==> config.mk <==
export PLATFORM = sky130hd
export DESIGN_NAME = fifo_irq_unit
export DESIGN_NICKNAME = d
export VERILOG_FILES = /design/src/rtl/fifo_irq_pkg.sv /design/src/rtl/fifo_flag_gen.sv /design/src/rtl/edge_cause_reg.sv /design/src/rtl/fifo_irq_unit.sv
export SDC_FILE = /design/constraint.sdc
export NUM_CORES = 1
export LEC_CHECK = 0
export BUFFER_PORTS_ARGS = -buffer_cell sky130_fd_sc_hd__buf_2
export CORE_MARGIN = 8
export CORE_UTILIZATION = 45
export DETAILED_ROUTE_END_ITERATION = 8
export GPL_TIMING_DRIVEN = 0
export PLACE_DENSITY = 0.76
export SETUP_SLACK_MARGIN = 0.3
export SLEW_MARGIN = 20
export SYNTH_ARGS = -nofsm -noshare
export SYNTH_HDL_FRONTEND = slang
export SYNTH_SLANG_ARGS = --single-unit
==> constraint.sdc <==
create_clock -name clk -period 1.4 [get_ports clk]
set_input_delay 0.14 -clock clk [delete_from_list [all_inputs] [get_ports clk]]
set_output_delay 0.14 -clock clk [all_outputs]
set_load 0.03 [all_outputs]
==> src/rtl/fifo_irq_pkg.sv <==
package fifo_irq_pkg;
  localparam int STAT_W = 12;

  localparam int ST_DONE    = 0;
  localparam int ST_XRDY    = 1;
  localparam int ST_RX_RDY  = 2;
  localparam int ST_TX_RDY  = 3;
  localparam int ST_RX_EMP  = 4;
  localparam int ST_RX_FULL = 5;
  localparam int ST_TX_EMP  = 6;
  localparam int ST_TX_FULL = 7;
  localparam int ST_RX_UDF  = 8;
  localparam int ST_RX_OVF  = 9;
  localparam int ST_TX_UDF  = 10;
  localparam int ST_TX_OVF  = 11;

  localparam logic [1:0] A_STATUS = 2'd0;
  localparam logic [1:0] A_CAUSE  = 2'd1;
  localparam logic [1:0] A_MASK   = 2'd2;
  localparam logic [1:0] A_CONFIG = 2'd3;

  localparam int THR_W     = 3;
  localparam int RX_THR_LO = 24;
  localparam int TX_THR_LO = 28;
endpackage

==> src/rtl/fifo_flag_gen.sv <==
module fifo_flag_gen #(
  parameter int DEPTH = 8,
  parameter int LVL_W = 4,
  parameter int THR_W = 3,
  parameter bit IS_TX = 1'b0
) (
  input  logic             clk,
  input  logic             rst_n,
  input  logic [LVL_W-1:0] level,
  input  logic [THR_W-1:0] thr,
  input  logic             push,
  input  logic             pop,
  input  logic             flush,
  output logic             empty,
  output logic             full,
  output logic             ready,
  output logic             ovf,
  output logic             udf
);
  localparam logic [LVL_W-1:0] DEPTH_L = LVL_W'(DEPTH);

  assign empty = (level == '0);
  assign full  = (level == DEPTH_L);

  generate
    if (IS_TX) begin : g_tx
      logic [LVL_W-1:0] space;
      assign space = DEPTH_L - level;
      assign ready = space > LVL_W'(thr);
    end else begin : g_rx
      assign ready = level > LVL_W'(thr);
    end
  endgenerate

  always_ff @(posedge clk or negedge rst_n) begin
    if (!rst_n) begin
      ovf <= 1'b0;
      udf <= 1'b0;
    end else if (flush) begin
      ovf <= 1'b0;
      udf <= 1'b0;
    end else begin
      if (push && full) ovf <= 1'b1;
      if (pop && empty) udf <= 1'b1;
    end
  end

  a_r4_err_sticky: assert property (@(posedge clk) disable iff (!rst_n)
    ($past(ovf) && !$past(flush)) |-> ovf);
  a_r1_full_empty_excl: assert property (@(posedge clk) disable iff (!rst_n)
    !(full && empty));
  a_r2_ready_has_room: assert property (@(posedge clk) disable iff (!rst_n)
    ready |-> (IS_TX ? !full : !empty));
endmodule

==> src/rtl/edge_cause_reg.sv <==
module edge_cause_reg #(
  parameter int W = 12
) (
  input  logic         clk,
  input  logic         rst_n,
  input  logic [W-1:0] stat,
  input  logic [W-1:0] clr,
  output logic [W-1:0] cause
);
  logic [W-1:0] prev;
  logic         armed;
  logic [W-1:0] rise;

  assign rise = armed ? (stat & ~prev) : '0;

  always_ff @(posedge clk or negedge rst_n) begin
    if (!rst_n) begin
      prev  <= '0;
      armed <= 1'b0;
      cause <= '0;
    end else begin
      prev  <= stat;
      armed <= 1'b1;
      cause <= (cause & ~clr) | rise;
    end
  end

  a_r5_cause_from_flag: assert property (@(posedge clk) disable iff (!rst_n)
    ((cause & ~$past(cause)) & ~$past(stat)) == '0);
  a_r6_clear_only_by_write: assert property (@(posedge clk) disable iff (!rst_n)
    ((~cause & $past(cause)) & ~$past(clr)) == '0);
endmodule

==> src/rtl/fifo_irq_unit.sv <==
module fifo_irq_unit
  import fifo_irq_pkg::*;
#(
  parameter int DEPTH = 8,
  parameter int LVL_W = $clog2(DEPTH + 1)
) (
  input  logic             clk,
  input  logic             rst_n,
  input  logic [1:0]       bus_addr,
  input  logic             bus_we,
  input  logic [31:0]      bus_wdata,
  output logic [31:0]      bus_rdata,
  input  logic [LVL_W-1:0] tx_level,
  input  logic [LVL_W-1:0] rx_level,
  input  logic             tx_push,
  input  logic             tx_pop,
  input  logic             rx_push,
  input  logic             rx_pop,
  input  logic             fifo_flush,
  input  logic             xfer_done,
  input  logic             xfer_ready,
  output logic             irq
);
  logic [STAT_W-1:0] stat, cause, mask_q, clr;
  logic [THR_W-1:0]  rx_thr, tx_thr;
  logic tx_emp, tx_full, tx_rdy, tx_ovf, tx_udf;
  logic rx_emp, rx_full, rx_rdy, rx_ovf, rx_udf;

  fifo_flag_gen #(.DEPTH(DEPTH), .LVL_W(LVL_W), .THR_W(THR_W), .IS_TX(1'b1)) u_tx_flags (
    .clk(clk), .rst_n(rst_n), .level(tx_level), .thr(tx_thr),
    .push(tx_push), .pop(tx_pop), .flush(fifo_flush),
    .empty(tx_emp), .full(tx_full), .ready(tx_rdy), .ovf(tx_ovf), .udf(tx_udf));

  fifo_flag_gen #(.DEPTH(DEPTH), .LVL_W(LVL_W), .THR_W(THR_W), .IS_TX(1'b0)) u_rx_flags (
    .clk(clk), .rst_n(rst_n), .level(rx_level), .thr(rx_thr),
    .push(rx_push), .pop(rx_pop), .flush(fifo_flush),
    .empty(rx_emp), .full(rx_full), .ready(rx_rdy), .ovf(rx_ovf), .udf(rx_udf));

  always_comb begin
    stat             = '0;
    stat[ST_DONE]    = xfer_done;
    stat[ST_XRDY]    = xfer_ready;
    stat[ST_RX_RDY]  = rx_rdy;
    stat[ST_TX_RDY]  = tx_rdy;
    stat[ST_RX_EMP]  = rx_emp;
    stat[ST_RX_FULL] = rx_full;
    stat[ST_TX_EMP]  = tx_emp;
    stat[ST_TX_FULL] = tx_full;
    stat[ST_RX_UDF]  = rx_udf;
    stat[ST_RX_OVF]  = rx_ovf;
    stat[ST_TX_UDF]  = tx_udf;
    stat[ST_TX_OVF]  = tx_ovf;
  end

  assign clr = (bus_we && bus_addr == A_CAUSE) ? bus_wdata[STAT_W-1:0] : '0;

  edge_cause_reg #(.W(STAT_W)) u_cause (
    .clk(clk), .rst_n(rst_n), .stat(stat), .clr(clr), .cause(cause));

  always_ff @(posedge clk or negedge rst_n) begin
    if (!rst_n) begin
      mask_q <= '0;
      rx_thr <= '0;
      tx_thr <= '0;
    end else if (bus_we) begin
      if (bus_addr == A_MASK) mask_q <= bus_wdata[STAT_W-1:0];
      if (bus_addr == A_CONFIG) begin
        rx_thr <= bus_wdata[RX_THR_LO +: THR_W];
        tx_thr <= bus_wdata[TX_THR_LO +: THR_W];
      end
    end
  end

  always_comb begin
    bus_rdata = '0;
    case (bus_addr)
      A_STATUS: bus_rdata[STAT_W-1:0] = stat;
      A_CAUSE:  bus_rdata[STAT_W-1:0] = cause;
      A_MASK:   bus_rdata[STAT_W-1:0] = mask_q;
      default: begin
        bus_rdata[RX_THR_LO +: THR_W] = rx_thr;
        bus_rdata[TX_THR_LO +: THR_W] = tx_thr;
      end
    endcase
  end

  assign irq = |(cause & mask_q);

  a_r8_mask_zero_blocks: assert property (@(posedge clk) disable iff (!rst_n)
    (mask_q == '0) |-> !irq);
  a_r8_irq_needs_cause: assert property (@(posedge clk) disable iff (!rst_n)
    irq |-> (cause != '0));
endmodule

==> flow_summary_export.csv, run 1 <==
group,metric,value,unit
cts,cts_tree,"yes",
yosys,synth_top_family_by_area,"multiplexers",
power,p_switching,1.34,mW
floorplan,die_w,89.4,um
power,swShare,30.9,%
setup_path,critPathMaxStageDelay,0.40,ns
power,p_clk_share,27.5,%
setup_path,crit_path_start_kind,"flip-flop",
yosys,syn_avg_cell_area,11.0,um^2
drt,vias,1966,
timing,period_needed,1.81,ns
drt,routed_wl,6690,um
cts,cts_made_buffers,5,
floorplan,dieArea,8000,um^2
timing,maxSlewViolCount,0,
timing,setup-tns-final,-1.21,ns
global_routing,grt_pass1_vias,2108,
drt,first_iter_violations,60,
timing,max_clock_freq,0.554,GHz
yosys,synth.cell_area,2430,um^2
timing,timing.final.crit_share,129,%
power,p_comb_share,32.4,%
setup_path,crit_slowest_cell,"dfrtp_1",
power,leakagePower,1.71,nW
layout,area_growth,45.2,%
yosys,synthAdderAreaFrac,3.61,%
layout,drive_gt1_share,50.2,%
drt,dr.pass1.iters,4,
global_routing,grtUsageTotal,17.0,%
layout,nets,373,
outcome,violations,"negative setup slack",
cts,cts_buffer_depth,2,
setup_path,crit_fanout,2,
yosys,synth-edff-count,0,
cts,htreeDepth,2,
worst_hold_path,hold_path.class,"in2reg",
placed_design,gp_congestion,0.796,
yosys,synth-seq-cells,47,
power,ir_drop,0.829,mV
yosys,synth_compound_area_share,12.1,%
power,seqPwrFrac,40.1,%
global_routing,grt_max_degree,48,
power,p_int,3.00,mW
timing,tightest_slew,0.583,ns
yosys,syn_inst,221,
layout,diodes,0,
global_routing,overflow,0,
setup_path,crit_required,1.26,ns
placed_design,dp_hpwl,4450,um
power,finalPower,4.34,mW
timing,finalClockSkew,0.00837,ns
yosys,muxShareOfSynthArea,14.0,%
yosys,synth_ff_type,"dfrtp_1",
drt,vias_per_cell,5.11,
cts,cts.root.buffer_cell,"clkbuf_8",
job,drv_cap,0,
yosys,synth_warnings,0,
timing,rsz0062_at_grt,"true",
timing,fin_ws,-0.406,ns
timing,slew_headroom,61.1,%
cts,clock-sinks,47,
floorplan,fp.dieH,89.4,um
drt,drc,0,
yosys,yosys.area_share.simple,11.4,%
timing,finalHoldViolations,0,
drt,wl_per_cell,17.4,um
yosys,synth.distinct_cells,35,
yosys,synthArstFlopShare,100,%
floorplan,io_pins,85,
power,power_density,1230,nW/um^2
global_routing,grt_first_pass_wirelength,10200,um
timing,setup-violations-final,5,
cts,clk_latency,0.31,ns
setup_path,crit_arrival,1.67,ns
outcome,status,"finished, violations left",
floorplan,start_util,46.9,%
layout,finalCoreUtilization,68.1,%
global_routing,antenna_found_initial,0,
setup_path,crit_type,"reg2out",
yosys,synthXorXnorAreaFrac,0.722,%
setup_path,endpoint_kind,"output port",
placed_design,port_buffers,56,
placed_design,place_ws,-0.408,ns
setup_path,path_cells,"inv_2 > ha_4 > a211oi_2 > o21ai_2 > a21o_2 > buf_6",
drt,ant_nets,0,
floorplan,core,5170,um^2
cts,clk_pin_slew,0.09,ns
floorplan,row_count,26,
yosys,yosysSeqAreaShare,48.5,%
## power by group through the flow
| stage | clock network [mW] | logic (mW) | registers (mW) |
|---|---|---|---|
| after floorplan | 0 | 0.791 | 1.71 |
| after global placement | 0 | 1.03 | 1.74 |
| after detailed placement | 0 | 1.06 | 1.75 |
| after CTS | 1.20 | 1.27 | 1.73 |
| after global routing | 1.27 | 1.49 | 1.76 |
| final | 1.19 | 1.40 | 1.74 |
## critical path: cells and delay by family, from the launching register on
family	cells	cell delay, ns
adders and majority gates	1	0.26
DFF	1	0.40
buffers and inverters	2	0.20
AOI/OAI and AO/OA	3	0.50
## final timing paths
| kind | startpoint | end | slack, ns | cells after the start |
|---|---|---|---|---|
| max | tx_thr[1] | bus_rdata[3] | -0.41 | 6 |
| min | fifo_flush | u_rx_flags.ovf | 0.03 | 2 |
| max reg2reg | rx_thr[1] | u_cause.cause[2] | -0.10 | 6 |
| min reg2reg | u_cause.prev[8] | u_cause.cause[8] | 0.42 | 1 |
| max in group asynchronous | rst_n | u_cause.cause[7] | 0.64 | 2 |
| min in group asynchronous | rst_n | tx_thr[0] | 0.37 | 2 |
## cells by family (layout without fill, tap and decap cells)
| kind of cell | after synthesis | in the layout |
|---|---|---|
| buffers and inverters | 39 | 120 |
| DFF | 47 | 47 |
| xor gates and xnor gates | 2 | 2 |
| adders and majority gates | 7 | 7 |
| other | 2 | 15 |
| and+or+nand+nor | 54 | 54 |
| AOI/OAI and AO/OA | 42 | 42 |
| muxes | 28 | 28 |
## per-stage QoR
| stage | hold WS [ns] | std cells | instance area [um^2] |
|---|---|---|---|
| after floorplan | -0.156 | 234 | 2620 |
| after CTS | 0.0294 | 381 | 3420 |
| after global routing | 0.0330 | 385 | 3520 |
| after global placement | 0.281 | 360 | 2990 |
| after detailed placement | 0.281 | 360 | 2990 |
| final | 0.0315 | 385 | 3520 |
## Yosys cell counts, types with 2 or more instances
master / instances / area share [%]
mux2i_1: 10 / 4.1
buf_4: 15 / 4.6
buf_6: 3 / 1.4
a32o_1: 8 / 3.3
inv_1: 17 / 2.6
clkbuf_1: 3 / 0.46
a22o_1: 5 / 1.8
dfrtp_1: 47 / 48
a211oi_1: 2 / 0.62
xnor2_1: 2 / 0.72
a221oi_1: 3 / 1.1
mux2_1: 8 / 3.7
mux2_4: 10 / 6.2
and3_1: 6 / 1.5
nand2_1: 30 / 4.6
nand3_1: 3 / 0.62
ha_1: 7 / 3.6
nor2_1: 5 / 0.77
o21ai_1: 15 / 3.1
conb_1: 2 / 0.31
a21o_1: 2 / 0.62
a21oi_1: 4 / 0.83
o21ai_0: 2 / 0.41
## flip-flops by register name, indices dropped and copies added (netlist names)
name and cells:
mask_q 12, rx_thr 3, tx_thr 3, u_cause.armed 1
u_cause.cause 12, u_cause.prev 12, u_rx_flags.ovf 1, u_rx_flags.udf 1
u_tx_flags.ovf 1, u_tx_flags.udf 1
## routing by layer
metal	global-route usage, %	part of all wire [%]
met1	20.2	41
met2	28.8	51
met3	4.69	5.6
met4	6.04	2.4
met5	0	0
## cells in the final DEF, fill, tap and decap left out, types with 4 or more instances in the layout
cell / count
clkbuf_8: 5
mux2i_1: 9
nor2_1: 5
dfrtp_1: 47
buf_6: 29
nand3_2: 4
mux2_1: 8
buf_4: 26
mux2_4: 10
a21oi_1: 4
o21ai_1: 4
o21ai_2: 13
a32o_1: 8
conb_1: 15
nand2_1: 30
a22o_1: 5
inv_1: 12
and3_4: 5
ha_4: 5
buf_2: 34
## area by class of cell
cell class / count / area (um^2)
buffer: 22 / 175
clock buffer: 5 / 68.8
clock inverter: 3 / 67.6
fill: 370 / 1650
inverter: 17 / 88.8
multi-input combinational: 148 / 1290
sequential: 47 / 1180
tap: 70 / 87.6
timing repair buffer: 73 / 564
## timing repair
action / 4_1_cts / 5_1_grt
pin swaps: 11 / 9
endpoints found under the setup margin: 32 / 23
hold endpoints to repair: 2 / 47
hold buffers: 2 / 1
buffers inserted: 11 / 3
resized for setup: 58 / 13
(Power assumes the default switching activity.)
==> run 2: changes to the inputs <==
--- a/config.mk
+++ b/config.mk
@@ -5,6 +5,7 @@
 export SDC_FILE = /design/constraint.sdc
 export NUM_CORES = 1
 export LEC_CHECK = 0
+export ABC_AREA = 1
 export BUFFER_PORTS_ARGS = -buffer_cell sky130_fd_sc_hd__buf_2
 export CORE_MARGIN = 8
 export CORE_UTILIZATION = 45
==> run 2 against run 1 <==
  * The run still ends with negative setup slack left
  * Non-clock buffer count increased by 10
  * Synthesized cell count increased by 30%
  * Via count up 17%
  * Critical path type unchanged
  * Utilization is 0.33 points higher
  * Cell count increased by 21%
  * Largest power group unchanged
  * Setup slack improved by 0.12 ns
  * Sequential share of layout area hardly changed
  * Wire length grew 2.8%
  * Area after synthesis is 0.46% lower
  * Die area shrank 0.38%
==> flow_summary_export.csv, run 2 <==
group,metric,value,unit
outcome,status,"finished, violations left",
outcome,violations,"negative setup slack",
global_routing,grtUsageTotal,17.5,%
yosys,synth-seq-cells,47,
timing,slew_headroom,61.9,%
floorplan,core,5140,um^2
yosys,synthArstFlopShare,100,%
layout,diodes,0,
setup_path,crit_buf_inv,3,
global_routing,grt_max_degree,48,
placed_design,port_buffers,56,
power,power_density,1080,nW/um^2
cts,clk_latency,0.30,ns
floorplan,fp.dieH,89.3,um
setup_path,cp_common_cell,"inv_2",
setup_path,critPathMaxStageDelay,0.36,ns
drt,routed_wl,6870,um
cts,clock-sinks,47,
floorplan,dieArea,7970,um^2
layout,fill_cells,401,
yosys,yosys-top-cells-count,"inv_1, nand2_1, dfrtp_1",
layout,final_common_cell,"dfrtp_1",
timing,rsz0062_at_grt,"true",
yosys,synth_ff_type,"dfrtp_1",
power,ir_drop,0.830,mV
layout,area_growth,45.6,%
timing,maxSlewViolCount,0,
setup_path,r2r_start,"rx_thr[1]",
global_routing,antenna_found_initial,0,
setup_path,crit_required,1.26,ns
layout,nets,452,
yosys,synth-edff-count,0,
cts,cts.root.buffer_cell,"clkbuf_8",
floorplan,start_util,47.0,%
yosys,yosysSeqAreaShare,48.7,%
drt,dr.pass1.iters,4,
drt,drc,0,
cts,cts_buffer_depth,2,
global_routing,grt_pass1_vias,2288,
drt,vias,2303,
power,finalPower,3.81,mW
timing,max_clock_freq,0.592,GHz
drt,vias_per_cell,4.96,
layout,largest_registers,"mask_q x12, u_cause.cause x12, u_cause.prev x12",
setup_path,critical_path.startpoint,"rx_thr[2]",
timing,fin_ws,-0.289,ns
timing,finalClockSkew,0.00717,ns
layout,layout_common_cells,"dfrtp_1, nand2_1, inv_1",
floorplan,io_pins,85,
yosys,syn_avg_cell_area,8.41,um^2
setup_path,crit_type,"reg2out",
setup_path,cp_top_family,"flip-flops",
timing,timing.final.crit_share,121,%
timing,finalHoldViolations,0,
placed_design,dp_hpwl,4730,um
timing,hold_ws,0.0464,ns
worst_hold_path,hold_path.class,"in2reg",
cts,cts_made_buffers,5,
global_routing,grt_first_pass_wirelength,10600,um
drt,ant_nets,0,
cts,htreeDepth,2,
setup_path,crit_arrival,1.55,ns
drt,wl_per_cell,14.8,um
setup_path,crit_fanout,2,
setup_path,endpoint_kind,"output port",
yosys,synth.distinct_cells,26,
yosys,synth_top_area_share,48.7,%
cts,clk_pin_slew,0.08,ns
floorplan,row_count,26,
worst_hold_path,min-delay-start,"fifo_flush",
power,leakagePower,1.82,nW
setup_path,crit_slowest_cell,"dfrtp_1",
yosys,yosysMostFrequentCell,"inv_1",
yosys,synth_warnings,0,
setup_path,crit_path_start_kind,"flip-flop",
yosys,syn_inst,287,
layout,drive_gt1_share,42.6,%
floorplan,die_w,89.3,um
placed_design,gp_congestion,0.788,
timing,period_needed,1.69,ns
drt,first_iter_violations,138,
timing,tightest_slew,0.571,ns
yosys,synth.area.top_cells,"dfrtp_1, inv_1, nand2_1",
global_routing,overflow,0,
setup_path,path_cells,"inv_2 > ha_4 > inv_2 > nor2_4 > o21ai_2 > nand2_1 > nand3_2 > nand2_2 > buf_6",
cts,cts_tree,"yes",
timing,setup-violations-final,4,
job,drv_cap,0,
yosys,synth_top_area_cell,"dfrtp_1",
yosys,synth.cell_area,2410,um^2
timing,setup-tns-final,-0.888,ns
==> run 2: cell count changes after synthesis, moves of 6 or more <==
cell / delta
a21oi_1: +6
a32o_1: -8
mux2_4: -10
nand2_1: +19
nor2_1: +18
nand3_1: +9
o21ai_1: -9
o21ai_0: +17
o31ai_1: +9
and3_1: -6
inv_1: +42
mux2_1: -8
o221ai_1: +6
mux2i_1: -10
==> run 2: through the flow <==
stage               cells  instance area (um^2)  setup WS [ns]  utilization, %
CTS                   451                  3300         -0.302            64.2
global route          464                  3520         -0.371            68.4
floorplan             300                  2580          0.140               -
global placement      426                  2950         -0.178            57.4
detailed placement    426                  2950         -0.228            57.4
finish                464                  3520         -0.289            68.4
==> run 2: final timing paths <==
kind                                     to  slack, ns  cells past startpoint
max                            bus_rdata[2]      -0.29                      9
min                          u_tx_flags.udf       0.05                      2
max reg2reg                u_cause.cause[2]      -0.24                     12
min reg2reg                u_cause.prev[11]       0.38                      0
max in group asynchronous  u_cause.prev[11]       0.63                      2
min in group asynchronous         mask_q[0]       0.39                      2
==> run 2: area by class of cell <==
type	count	area, um^2	area share, %
Timing Repair Buffer	86	677	19.2
Buffer	19	151	4.30
Multi-Input combinational cell	174	1100	31.4
Clock inverter	2	12.5	0.356
Tap cell	70	87.6	2.49
Inverter	60	236	6.72
Sequential cell	47	1180	33.4
Clock buffer	6	72.6	2.06
==> run 2: power by group <==
part	internal [mW]	switching, mW	leakage [nW]
combinational	0.608	0.749	1.20
sequential	1.54	0.115	0.582
clock	0.350	0.452	0.0412
total	2.49	1.32	1.82
==> run 2: routing by layer <==
| layer | share of wire, % | routed length, um | up-vias | GRT usage (%) |
|---|---|---|---|---|
| li1 | - | - | 1107 | - |
| met1 | 40 | 2750 | 1086 | 20.1 |
| met2 | 50 | 3450 | 94 | 30.5 |
| met3 | 7.4 | 506 | 16 | 3.58 |
| met4 | 2.4 | 167 | 0 | 7.70 |
| met5 | 0 | 0 | - | 0 |
==> run 2: kinds of logic (layout without fill, tap and decap cells) <==
| family | after synthesis | count (layout) | share of synthesized area (%) |
|---|---|---|---|
| other | 2 | 15 | 0.311 |
| AOI/OAI and AO/OA | 62 | 62 | 15.9 |
| DFF | 47 | 47 | 48.7 |
| and+or+nand+nor | 89 | 89 | 15.6 |
| xor gates and xnor gates | 1 | 1 | 0.363 |
| buffers and inverters | 79 | 173 | 15.5 |
| adders and majority gates | 7 | 7 | 3.63 |
==> run 2: what timing repair did <==
| action | in CTS | in global routing |
|---|---|---|
| hold endpoints to repair | 2 | 47 |
| hold buffers | 2 | 1 |
| pin swaps | 29 | 13 |
| gates resized for setup | 51 | 43 |
| buffers inserted | 15 | 12 |
| endpoints found under the setup margin | 32 | 27 |
